File: src/rtl/fuse_rd_ctrl.sv
`timescale 1ns/1ps
module fuse_rd_ctrl #(
  parameter int NDATA   = 8,
  parameter int FUSE_AW = 9,
  parameter int BYTE_AW = 10
) (
  input  logic        clk,
  input  logic        rst_n,
  input  logic        bus_sel,
  input  logic        bus_we,
  input  logic [3:0]  bus_idx,
  input  logic [31:0] bus_wdata,
  output logic [31:0] bus_rdata,
  output logic [FUSE_AW-1:0] fuse_addr,
  output logic        fuse_en,
  output logic        fuse_strobe,
  input  logic [31:0] fuse_rdata
);
  localparam int IDX_W   = $clog2(NDATA);
  localparam int WORD_AW = BYTE_AW - 2;
  localparam int CNT_W   = 6;

  typedef enum logic [2:0] {S_IDLE, S_SETUP, S_STROBE, S_CAPTURE, S_DONE} st_t;
  st_t st;

  logic [BYTE_AW-1:0] c_addr;
  logic [4:0]         c_len;
  logic               c_pg, c_wr, c_rd;
  logic               t_int;
  logic [3:0]         rd_adj, rd_str, wr_adj;
  logic [11:0]        wr_str;
  logic               rd_done;
  logic [31:0]        dreg [NDATA];
  logic [IDX_W-1:0]   idx;
  logic [CNT_W-1:0]   cnt;

  wire busy   = (st != S_IDLE);
  wire wr_ctl = bus_sel && bus_we && (bus_idx == 4'd0);
  wire wr_cfg = bus_sel && bus_we && (bus_idx == 4'd1);
  wire start  = wr_ctl && !busy && bus_wdata[0];
  wire [IDX_W-1:0]   last  = IDX_W'(c_len[4:2]);
  wire [WORD_AW-1:0] wbase = c_addr[BYTE_AW-1:2];

  assign fuse_addr   = FUSE_AW'(wbase + WORD_AW'(idx));
  assign fuse_en     = (st == S_SETUP) || (st == S_STROBE);
  assign fuse_strobe = (st == S_STROBE);

  always_ff @(posedge clk or negedge rst_n) begin
    if (!rst_n) begin
      c_addr <= '0; c_len <= '0; c_pg <= 1'b0; c_wr <= 1'b0; c_rd <= 1'b0;
    end else if (wr_ctl && !busy) begin
      c_addr <= bus_wdata[21 +: BYTE_AW];
      c_len  <= bus_wdata[20:16];
      c_pg   <= bus_wdata[15];
      c_wr   <= bus_wdata[1];
      c_rd   <= bus_wdata[0];
    end else if (st == S_DONE) begin
      c_rd <= 1'b0;
    end
  end

  always_ff @(posedge clk or negedge rst_n) begin
    if (!rst_n) begin
      t_int <= 1'b0; rd_adj <= '0; rd_str <= '0; wr_adj <= '0; wr_str <= '0;
    end else if (wr_cfg) begin
      t_int  <= bus_wdata[31];
      rd_adj <= bus_wdata[23:20];
      rd_str <= bus_wdata[19:16];
      wr_adj <= bus_wdata[15:12];
      wr_str <= bus_wdata[11:0];
    end
  end

  always_ff @(posedge clk or negedge rst_n) begin
    if (!rst_n) begin
      st <= S_IDLE; idx <= '0; cnt <= '0; rd_done <= 1'b0;
      for (int i = 0; i < NDATA; i++) dreg[i] <= '0;
    end else begin
      case (st)
        S_IDLE: if (start) begin
          st <= S_SETUP; idx <= '0; cnt <= '0; rd_done <= 1'b0;
        end
        S_SETUP: if (cnt == CNT_W'(rd_adj)) begin
          st <= S_STROBE; cnt <= '0;
        end else cnt <= cnt + 1'b1;
        S_STROBE: if (cnt == CNT_W'(rd_str) + CNT_W'(3)) begin
          st <= S_CAPTURE; cnt <= '0;
        end else cnt <= cnt + 1'b1;
        S_CAPTURE: begin
          dreg[idx] <= fuse_rdata;
          if (idx == last) st <= S_DONE;
          else begin
            idx <= idx + 1'b1; st <= S_SETUP;
          end
        end
        S_DONE: begin
          rd_done <= 1'b1; st <= S_IDLE;
        end
        default: st <= S_IDLE;
      endcase
    end
  end

  always_comb begin
    bus_rdata = '0;
    case (bus_idx)
      4'd0: begin
        bus_rdata[21 +: BYTE_AW] = c_addr;
        bus_rdata[20:16] = c_len;
        bus_rdata[15]    = c_pg;
        bus_rdata[1]     = c_wr;
        bus_rdata[0]     = c_rd;
      end
      4'd1: bus_rdata = {t_int, 7'd0, rd_adj, rd_str, wr_adj, wr_str};
      4'd2: bus_rdata = {31'd0, rd_done};
      default:
        for (int i = 0; i < NDATA; i++)
          if (bus_idx == 4'(i + 3)) bus_rdata = dreg[i];
    endcase
  end

  logic [CNT_W-1:0] su_run, sr_run;
  always_ff @(posedge clk or negedge rst_n) begin
    if (!rst_n) begin
      su_run <= '0; sr_run <= '0;
    end else begin
      su_run <= (fuse_en && !fuse_strobe) ? su_run + 1'b1 : '0;
      sr_run <= fuse_strobe ? sr_run + 1'b1 : '0;
    end
  end

  p_setup_len_r3: assert property (@(posedge clk) disable iff (!rst_n)
    $rose(fuse_strobe) |-> su_run == CNT_W'(rd_adj) + CNT_W'(1));
  p_strobe_len_r4: assert property (@(posedge clk) disable iff (!rst_n)
    $fell(fuse_strobe) |-> sr_run == CNT_W'(rd_str) + CNT_W'(4));
  p_addr_stable_r4: assert property (@(posedge clk) disable iff (!rst_n)
    fuse_strobe |=> (!fuse_strobe || $stable(fuse_addr)));
  p_strobe_in_en_r4: assert property (@(posedge clk) disable iff (!rst_n)
    fuse_strobe |-> fuse_en);
  p_capture_after_strobe_r5: assert property (@(posedge clk) disable iff (!rst_n)
    (st == S_CAPTURE) |-> $past(fuse_strobe));
  p_done_drops_req_r6: assert property (@(posedge clk) disable iff (!rst_n)
    $rose(rd_done) |-> !c_rd);
  p_busy_ignore_r7: assert property (@(posedge clk) disable iff (!rst_n)
    (busy && wr_ctl) |=> ($stable(c_addr) && $stable(c_len)));
endmodule

File: config.mk
export PLATFORM = sky130hd
export DESIGN_NAME = fuse_rd_ctrl
export DESIGN_NICKNAME = d
export VERILOG_FILES = /design/src/rtl/fuse_rd_ctrl.sv
export SDC_FILE = /design/constraint.sdc
export NUM_CORES = 1
export LEC_CHECK = 0
export ABC_AREA = 1
export BUFFER_PORTS_ARGS = -buffer_cell sky130_fd_sc_hd__buf_2
export CORE_MARGIN = 2
export CORE_UTILIZATION = 65
export CTS_CLUSTER_SIZE = 30
export DETAILED_ROUTE_END_ITERATION = 10
export MAX_ROUTING_LAYER = met4
export PLACE_DENSITY = 0.82
export SKIP_LAST_GASP = 1
export SLEW_MARGIN = 25
export SYNTH_ARGS = -nofsm -noshare
export SYNTH_HDL_FRONTEND = slang
export SYNTH_SLANG_ARGS = --single-unit
export TNS_END_PERCENT = 5
File: constraint.sdc
create_clock -name clk -period 3.65 [get_ports clk]
set_clock_uncertainty 0.2 [all_clocks]
set_input_delay 0.1825 -clock clk [delete_from_list [all_inputs] [get_ports clk]]
set_output_delay 0.1825 -clock clk [all_outputs]
set_load 0.02 [all_outputs]
== After elaboration in Yosys (flattened, before gate mapping) ==
Cells that the tools add are included.
Word-level totals
  bits in read-only memories: 0
  bits in registers: 312
  memory bits (writable): 0
  output and inout bits: 43
  input port bits: 72
  memories kept: 0
  logic and storage cells: 101
  latch bits: 0
Cells by class
  equal/unequal tests: 21
  $lt $le $gt $ge: 2
  shift-type cells: 0
  mux-type cells: 31
  divide/modulo/power cells: 0
  add/subtract/negate cells: 4
  bitwise logic cells: 1
  reduce and logical (&&, ||, !) cells: 20
  multipliers: 0
Operators by type and width (count)
  $mux W32: 9
  $bwmux W256: 1
  $demux W32 S3: 1
  $pmux W16 S3: 1
  $pmux W13 S2: 1
  $mux W3: 6
  $mux W6: 3
  $pmux W6 S3: 1
  $eq A4 B3 Y1 const B: 4
  $eq A4 B4 Y1 const B: 3
  $pmux W3 S4: 1
  $add A8 B3 Y9: 1
  $eq A4 B2 Y1 const B: 2
  $add A6 B1 Y6 const B: 1
  $eq A3 B2 Y1 const B: 2
  $eq A6 B4 Y1: 1
  $eq A6 B5 Y1: 1
  $logic_and A1 B1 Y1: 6
  $pmux W2 S3: 1
  $pmux W3 S2: 1
  $reduce_and A3 Y1: 2
  $reduce_bool A2 Y1: 3
  $reduce_bool A3 Y1: 2
  $add A4 B2 Y5 const B: 1
  18 further kinds: 24

== Logic depth before layout (Yosys ltp) ==
Gate-level depths: netlist (run 1).
  word-level depth: 10
  gate-level depth with buffers: 13
  mapped depth without buffers: 13

== Worst setup path before layout (run 1) ==
OpenSTA, ideal clock, no wires.
  path kind: reg-to-output
  start: reg idx[1]
  end: out fuse_addr[8]
  setup slack: 1.117 ns
  data required time: 3.267 ns
  stages on the path, launching flop included: 7
  buffers on the path: 1
  data arrival time: 2.150 ns
  path through: dfrtp_1 buf_4 clkinv_1 fa_1 o21ai_0 nand3_1 nor3_1
Between the ends
  cells in the longest elaborated chain, start to end: 1
Ends and longest elaborated chain
  from (decl): line 34  | logic [IDX_W-1:0] idx;
  from (signal assigned): line 76  | st <= S_IDLE; idx <= '0; cnt <= '0; rd_done <= 1'b0;
  from (signal assigned): line 81  | st <= S_SETUP; idx <= '0; cnt <= '0; rd_done <= 1'b0;
  from (signal assigned): line 93  | idx <= idx + 1'b1; st <= S_SETUP;
  $add A8 B3 Y9: line 44  | assign fuse_addr = FUSE_AW'(wbase + WORD_AW'(idx));
  to (decl): line 14  | output logic [FUSE_AW-1:0] fuse_addr,
No other way between the ends.

== Final worst setup path (run 1) ==
Ends and elaborated chain as after synthesis.

==> results.yml, run 1 <==
outcome:
  status: "completed"
sta:
  rsz0062_at_grt: "no"
  worstMarginPinSlew_ps: 1020
  period_needed_ps: 3290
  hold_viol: 0
  finalCritPeriodShare: 0.901
  max_freq_ghz: 0.304
  setup_viol_count_final: 0
  slew_headroom: 0.321
  fin_tns_setup_ps: 0
  drv_slew: 0
placed_design:
  dp_hpwl_mm: 25.3
  finalWeightedCongestion: 0.938
  dp.cells: 2129
  port_buffers: 114
clock_tree:
  htree_levels: 2
  cts_setup_buffers: 0
  cts_tree: "yes"
  root_buffer: "clkbuf_16"
  cts.path.max_buffers: 3
  worstSkewPairLatency_ps: 510
  cts_buffers: 34
  ctsHoldBuffers: 67
  cts_sinks: 312
  worst_setup_hold_path_clk_slew_ps: 60
  cts_resized: 0
synthesis:
  synthesis.area_sq_um: 14700
  yosysWarnings: 0
  synth_cell_type_count: 34
  avgSynthCellArea_sq_um: 8.16
  netlist_instances: 1802
  syn-num-nets: 1881
  yosysSeqAreaShare: 0.531
  synth-seq-cells: 312
grt:
  grt_pass1_vias: 12944
  grt.total_usage: 0.367
  grt_max_degree: 97
  grt_antenna_before_repair: 0
  grt-ovfl-total: 0
  grt_pass1_wl_mm: 67.1
finish:
  area_delta_synth_final_pct: 16.9
  layoutNonFillerInstCount: 2255
  layout_commonest_cell: "nand2_1"
  fillers: 1554
  final_cell_mix: "nand2_1, dfrtp_1, o21ai_0, inv_1, nand3_1"
  nNetsFinal: 2026
  diodes: 0
  drive_above_1_share: 0.122
route:
  drt-pass1-iter-count: 6
  drc_errors: 0
  vias: 13174
  wl_per_cell_um: 18.2
  detailedRoute.firstIterationViolations: 1403
  via_per_inst: 5.84
  finalWirelength_mm: 41.0
  detail-route-antenna-nets: 0
setup_path:
  crit_path_cell_trace: "clkinv_1 > fa_1 > o21ai_0 > nand3_1 > nor3_1 > buf_2"
  crit_path_start_kind: "register"
  reg2reg_from: "st[1]"
  r2r_end: "dreg[164]"
  path_class: "register to primary output"
  end_kind: "primary output"
  cp_max_fo: 9
  cp.arrival_ps: 2910
  worstPathRequired_ps: 3270
  cpMaxStageDelayCell: "dfrtp_1"
  r2r_setup_slack_ps: 910
  max_stage_delay_ps: 610
  reg2reg_depth: 5
pwr:
  ir_drop_mv: 0.428
  power_density_nw_per_um2: 637
  power_leakage_nw: 8.94
  total_power_mw: 10.9
hold_path:
  hold_path.class: "input port to asynchronous set/reset pin"
floorplanning:
  pin_count: 115
  fp.dieW_um: 154
  row_count: 55
  core_region_area_sq_um: 22400
  start_util: 0.655
  fp.dieH_um: 154
  die_area_sq_um: 23800
run:
  drv_cap: 0
## area by class of cell
type                            count  area [sq um]  area share
Multi-Input combinational cell   1226          5780       0.337
Clock buffer                       49          1040      0.0606
Timing Repair Buffer              203          1440      0.0839
Clock inverter                     10           108     0.00627
Sequential cell                   312          7810       0.455
Inverter                          170           639      0.0372
Tap cell                          285           357      0.0208
## layer usage
layer  track usage  wire length, um  up-vias
met5             -                0        -
met4         0.206             2330        0
met3        0.0524             3390      160
met1         0.460            15600     6244
li1              -                -     6090
met2         0.580            19700      680
## flip-flops by register name, indices dropped and copies added, names as in the netlist, 3 cells and up
signal  flops
wr_str     12
dreg      256
idx         3
c_len       5
cnt         6
rd_adj      4
st          3
c_addr     10
rd_str      4
wr_adj      4
## how the worst max path moves through the flow
stage	startpoint	to	slack, ps
final	idx[1]	fuse_addr[8]	360
after global routing	idx[1]	fuse_addr[6]	260
after CTS	idx[1]	fuse_addr[8]	380
after detailed placement	idx[1]	fuse_addr[8]	910
after global placement	idx[1]	fuse_addr[8]	1020
after floorplan	idx[1]	fuse_addr[8]	1120
## metrics by stage
step	area (sq um)	hold slack (ps)	util	setup slack (ps)
after floorplan	14700	-313	-	1120
after global placement	15400	51.9	0.684	1020
after detailed placement	15400	62.4	0.684	912
after CTS	17200	131	0.766	384
after global routing	17200	168	0.766	257
final	17200	97.2	0.766	361
## cells in the mapped netlist
cell type	number	area [sq um]
clkbuf_1	37	139
nor2_1	90	338
o21ai_0	242	1210
nand2_1	559	2100
xnor2_1	4	35.0
o211ai_1	11	82.6
mux2_2	3	33.8
fa_1	1	20.0
nand4_2	3	37.5
dfrtp_1	312	7810
buf_2	44	220
nand4_1	34	213
o22ai_1	1	6.26
buf_6	7	78.8
a21oi_1	7	35.0
clkinv_2	1	5.00
buf_1	2	7.51
or2_2	21	131
mux2_1	14	158
a32o_1	1	10.0
clkinv_1	4	15.0
nand2_2	4	25.0
nor3_1	3	15.0
xor2_1	9	78.8
nor2_4	1	11.3
o21ai_1	68	340
nand3_1	133	666
buf_4	4	30.0
inv_2	5	18.8
inv_1	160	601
nor2_2	5	31.3
nor3_4	1	16.3
nand4_4	5	106
ha_1	6	75.1
## critical path, delay by kind of cell, from the launching register on
kind | cells | cell delay, ps
buffers and inverters | 2 | 600
DFF | 1 | 610
adders and majority gates | 1 | 530
and+or+nand+nor | 2 | 330
AOI/OAI and AO/OA | 1 | 320
## power breakdown
group | switching [mW] | internal [mW] | total [mW]
logic | 1.59 | 0.889 | 2.48
clock network | 1.38 | 2.12 | 3.51
registers | 0.583 | 4.37 | 4.95
## cells by family (layout without fill, tap and decap cells)
| logic type | count (synthesis) | after routing | share of synthesized area |
|---|---|---|---|
| muxes | 17 | 17 | 0.0130 |
| and+or+nand+nor | 859 | 859 | 0.251 |
| DFF | 312 | 312 | 0.531 |
| buffers and inverters | 264 | 432 | 0.0759 |
| xor gates and xnor gates | 13 | 13 | 0.00775 |
| AOI/OAI and AO/OA | 330 | 330 | 0.115 |
| adders and majority gates | 7 | 7 | 0.00647 |
(Power assumes the default switching activity.)
==> inputs of run 2 (changes only) <==
- CTS_BUF_LIST: not set -> sky130_fd_sc_hd__clkbuf_8
- TNS_END_PERCENT: 5 -> 1
==> results.yml, run 2 (same netlist as run 1, synthesis figures left out) <==
setup_path:
  cpMaxStageDelayCell: "dfrtp_1"
  crit_path_start_kind: "register"
  worstPathRequired_ps: 3270
  path_class: "register to primary output"
  cp.arrival_ps: 3160
  cpLargestDelayFamily: "flip-flops"
  end_kind: "primary output"
  max_stage_delay_ps: 620
  crit_path_cell_trace: "clkinv_1 > fa_1 > o21ai_0 > nand3_1 > xor2_1 > buf_2"
  cp_max_fo: 9
  crit_buf_inv: 2
clock_tree:
  worstSkewPairLatency_ps: 570
  cts_setup_buffers: 0
  cts_tree: "yes"
  cts_buffers: 51
  htree_levels: 2
  worst_setup_hold_path_clk_slew_ps: 60
  root_buffer: "clkbuf_8"
  cts.path.max_buffers: 3
  cts_sinks: 312
placed_design:
  port_buffers: 114
  finalWeightedCongestion: 0.938
  dp_hpwl_mm: 25.3
floorplanning:
  fp.dieH_um: 154
  start_util: 0.655
  row_count: 55
  die_area_sq_um: 23800
  fp.dieW_um: 154
  pin_count: 115
  core_region_area_sq_um: 22400
finish:
  top_register: "dreg"
  layout_commonest_cell: "nand2_1"
  area_delta_synth_final_pct: 16.4
  largestRegisters: "dreg x256, wr_str x12, c_addr x10"
  final_cell_mix: "nand2_1, dfrtp_1, o21ai_0, inv_1, nand3_1"
  final_util: 0.763
  largest_reg_flops: 256
  drive_above_1_share: 0.131
  fillers: 1601
  nNetsFinal: 2043
  diodes: 0
grt:
  grt_pass1_vias: 13021
  grt_max_degree: 97
  grt_pass1_wl_mm: 66.9
  grt_antenna_before_repair: 0
  grt-ovfl-total: 0
  grt.total_usage: 0.366
route:
  drt-pass1-iter-count: 6
  vias: 13188
  wl_per_cell_um: 18.0
  finalWirelength_mm: 41.2
  detail-route-antenna-nets: 0
  drc_errors: 0
  via_per_inst: 5.77
  detailedRoute.firstIterationViolations: 1414
sta:
  fin_tns_setup_ps: 0
  slew_headroom: 0.305
  drv_slew: 0
  finalCritPeriodShare: 0.969
  period_needed_ps: 3540
  worstMarginPinSlew_ps: 1040
  setup_viol_count_final: 0
  max_freq_ghz: 0.283
  rsz0062_at_grt: "no"
  hold_viol: 0
pwr:
  power_leakage_nw: 8.98
  ir_drop_mv: 0.436
  power_density_nw_per_um2: 622
run:
  drv_cap: 0
hold_path:
  hold_path.class: "input port to asynchronous set/reset pin"
outcome:
  status: "completed"
## run 2: cell types whose count changed in the layout (fill, tap and decap cells not counted), sizes merged
cell	delta
bufinv	+1
inv	+13
clkbuf	+17
clkinvlp	-2
## run 2: cell type report
cell class	count	area (sq um)	area share
Multi-Input combinational cell	1226	5780	0.338
Timing Repair Buffer	203	1440	0.0842
Inverter	170	639	0.0374
Clock inverter	22	176	0.0103
Sequential cell	312	7810	0.456
Clock buffer	66	908	0.0531
Tap cell	285	357	0.0208
## run 2: final timing paths
| path | endpoint | start | slack (ps) | cells after the start |
|---|---|---|---|---|
| setup / recovery | fuse_addr[6] | idx[1] | 110 | 6 |
| hold / removal | dreg[214] | rst_n | 50 | 2 |
| setup reg to reg | dreg[174] | st[1] | 900 | 5 |
| max in group asynchronous | dreg[52] | rst_n | 2250 | 3 |
| hold reg to reg | dreg[31] | dreg[31] | 280 | 2 |
| min in group clk | wr_str[6] | bus_wdata[6] | 150 | 3 |
## run 2: per-stage QoR
step	std cells	setup WS [ps]	power (mW)	instance area (sq um)	hold WS [ps]
6_report	2284	112	10.6	17100	45.9
5_1_grt	2284	34.3	11.3	17100	91.9
4_1_cts	2284	311	10.6	17100	55.7
3_5_place_dp	2129	912	7.35	15400	62.4
3_3_place_gp	2129	1020	7.21	15400	51.9
2_1_floorplan	1802	1120	6.59	14700	-313
## run 2: what timing repair did
| action | in CTS | in global routing |
|---|---|---|
| gates resized for setup | 0 | 0 |
| hold buffers | 67 | 0 |
| endpoints found under the hold margin | 399 | 0 |
## run 2: where the power goes
group	internal [mW]	switching (mW)	total (mW)
registers	4.37	0.580	4.95
clock network	1.82	1.40	3.22
logic	0.889	1.58	2.47
total	7.08	3.56	10.6
## run 2: metal layers
metal | routed length [um] | global-route usage | vias to the layer above
met1 | 16000 | 0.456 | 6207
met4 | 2250 | 0.190 | 0
met2 | 19700 | 0.592 | 691
li1 | - | - | 6131
met3 | 3280 | 0.0499 | 159
met5 | 0 | - | -
==> inputs of run 3 (changes only) <==
- REMOVE_ABC_BUFFERS: not set -> 1
==> results.yml, run 3 (same netlist as run 1, synthesis figures left out) <==
outcome:
  status: "completed"
setup_path:
  worstPathRequired_ps: 3270
  crit_path_cell_trace: "clkinvlp_4 > fa_1 > o21ai_0 > nand3_1 > nor3_1 > buf_2"
  path_class: "register to primary output"
  cpMaxStageDelayCell: "dfrtp_1"
  crit_buf_inv: 2
  cpLargestDelayFamily: "flip-flops"
  max_stage_delay_ps: 660
  cp_max_fo: 9
  crit_path_start_kind: "register"
  end_kind: "primary output"
  cp.arrival_ps: 2960
grt:
  grt_max_degree: 107
  grt-ovfl-total: 0
  grt_antenna_before_repair: 0
  grt_pass1_wl_mm: 66.5
  grt.total_usage: 0.362
  grt_pass1_vias: 13058
sta:
  worstMarginPinSlew_ps: 1020
  hold_slack_ps: 45.8
  fin_tns_setup_ps: 0
  finalCritPeriodShare: 0.915
  setup_viol_count_final: 0
  slew_headroom: 0.317
  setup_ws_ps: 311
  drv_slew: 0
  period_needed_ps: 3340
  hold_viol: 0
  rsz0062_at_grt: "no"
  max_freq_ghz: 0.299
pwr:
  swShare: 0.341
  total_power_mw: 10.4
  p_int_mw: 6.86
  pwr-share-seq: 0.477
  clockPowerShare: 0.289
  ir_drop_mv: 0.344
  power.switching_mw: 3.55
  power_leakage_nw: 8.99
  comb_power_share: 0.235
  power_density_nw_per_um2: 609
clock_tree:
  root_buffer: "clkbuf_8"
  cts_sinks: 312
  worstSkewPairLatency_ps: 590
  worst_setup_hold_path_clk_slew_ps: 60
  cts_buffers: 50
  cts.path.max_buffers: 3
  htree_levels: 2
  cts_tree: "yes"
route:
  vias: 13208
  detailedRoute.firstIterationViolations: 1288
  finalWirelength_mm: 40.7
  wl_per_cell_um: 17.8
  detail-route-antenna-nets: 0
  drt-pass1-iter-count: 6
  drc_errors: 0
  via_per_inst: 5.76
finish:
  fillers: 1602
  nNetsFinal: 2048
  final_util: 0.762
  layout_commonest_cell: "nand2_1"
  diodes: 0
  final_cell_mix: "nand2_1, dfrtp_1, o21ai_0, inv_1, nand3_1"
  largestRegisters: "dreg x256, wr_str x12, c_addr x10"
  largest_reg_flops: 256
  area_delta_synth_final_pct: 16.4
  post-route-cell-area_sq_um: 17100
  drive_above_1_share: 0.130
  layoutNonFillerInstCount: 2292
  top_register: "dreg"
placed_design:
  dp.cells: 2131
  finalWeightedCongestion: 0.908
  dp_hpwl_mm: 23.6
  dpl_cell_area_sq_um: 15400
  pre_cts_ws_ps: 847
  port_buffers: 114
floorplanning:
  start_util: 0.655
  fp.dieW_um: 154
  die_area_sq_um: 23800
  pin_count: 115
  row_count: 55
  fp.dieH_um: 154
  core_region_area_sq_um: 22400
run:
  drv_cap: 0
hold_path:
  hold_path.class: "input port to asynchronous set/reset pin"
-- run 3: cell count changes in the layout (fill, tap and decap cells not counted), sizes merged --
cell | before | now
bufinv | 3 | 0
buf | 136 | 138
clkbuf | 66 | 65
clkinv | 10 | 9
dlygate4sd3 | 67 | 71
inv | 178 | 185
-- run 3: path summary, 6_finish.rpt --
| path | from | endpoint | depth (start not counted) | slack (ps) |
|---|---|---|---|---|
| worst max-delay path | idx[1] | fuse_addr[8] | 6 | 310 |
| worst min-delay path | rst_n | dreg[29] | 2 | 50 |
| worst max register to register | st[1] | dreg[92] | 5 | 870 |
| worst min register to register | dreg[14] | dreg[14] | 2 | 280 |
| max in group asynchronous | rst_n | dreg[131] | 3 | 2090 |
| min in group clk | bus_wdata[26] | c_addr[5] | 4 | 140 |
-- run 3: power by group through the flow --
stage / clock (mW) / combinational [mW] / sequential, mW
floorplan: 0 / 1.68 / 4.83
global placement: 0 / 2.23 / 4.94
CTS: 3.01 / 2.43 / 4.94
finish: 3.01 / 2.44 / 4.96
global route: 3.17 / 2.80 / 5.06
detailed placement: 0 / 2.35 / 4.98
-- run 3: per-layer routing --
layer,vias to the layer above,wire [um],GRT usage
li1,6126,-,-
met1,6316,16300,0.464
met2,637,19300,0.579
met3,129,3450,0.0602
met4,0,1590,0.153
met5,-,0,-
-- run 3: timing repair --
action                                  in CTS  in global routing
hold buffers                                71                  0
buffers inserted                             0                  0
endpoints found under the setup margin       0                  1
gates resized for setup                      0                  1
endpoints found under the hold margin      410                  0
-- run 3: area by class of cell --
class                           instances  area, sq um  share of cell area
Timing Repair Buffer                  209         1510              0.0882
Sequential cell                       312         7810               0.457
Clock inverter                         25          110             0.00644
Multi-Input combinational cell       1226         5780               0.338
Inverter                              170          643              0.0376
Clock buffer                           65          895              0.0523
Tap cell                              285          357              0.0209
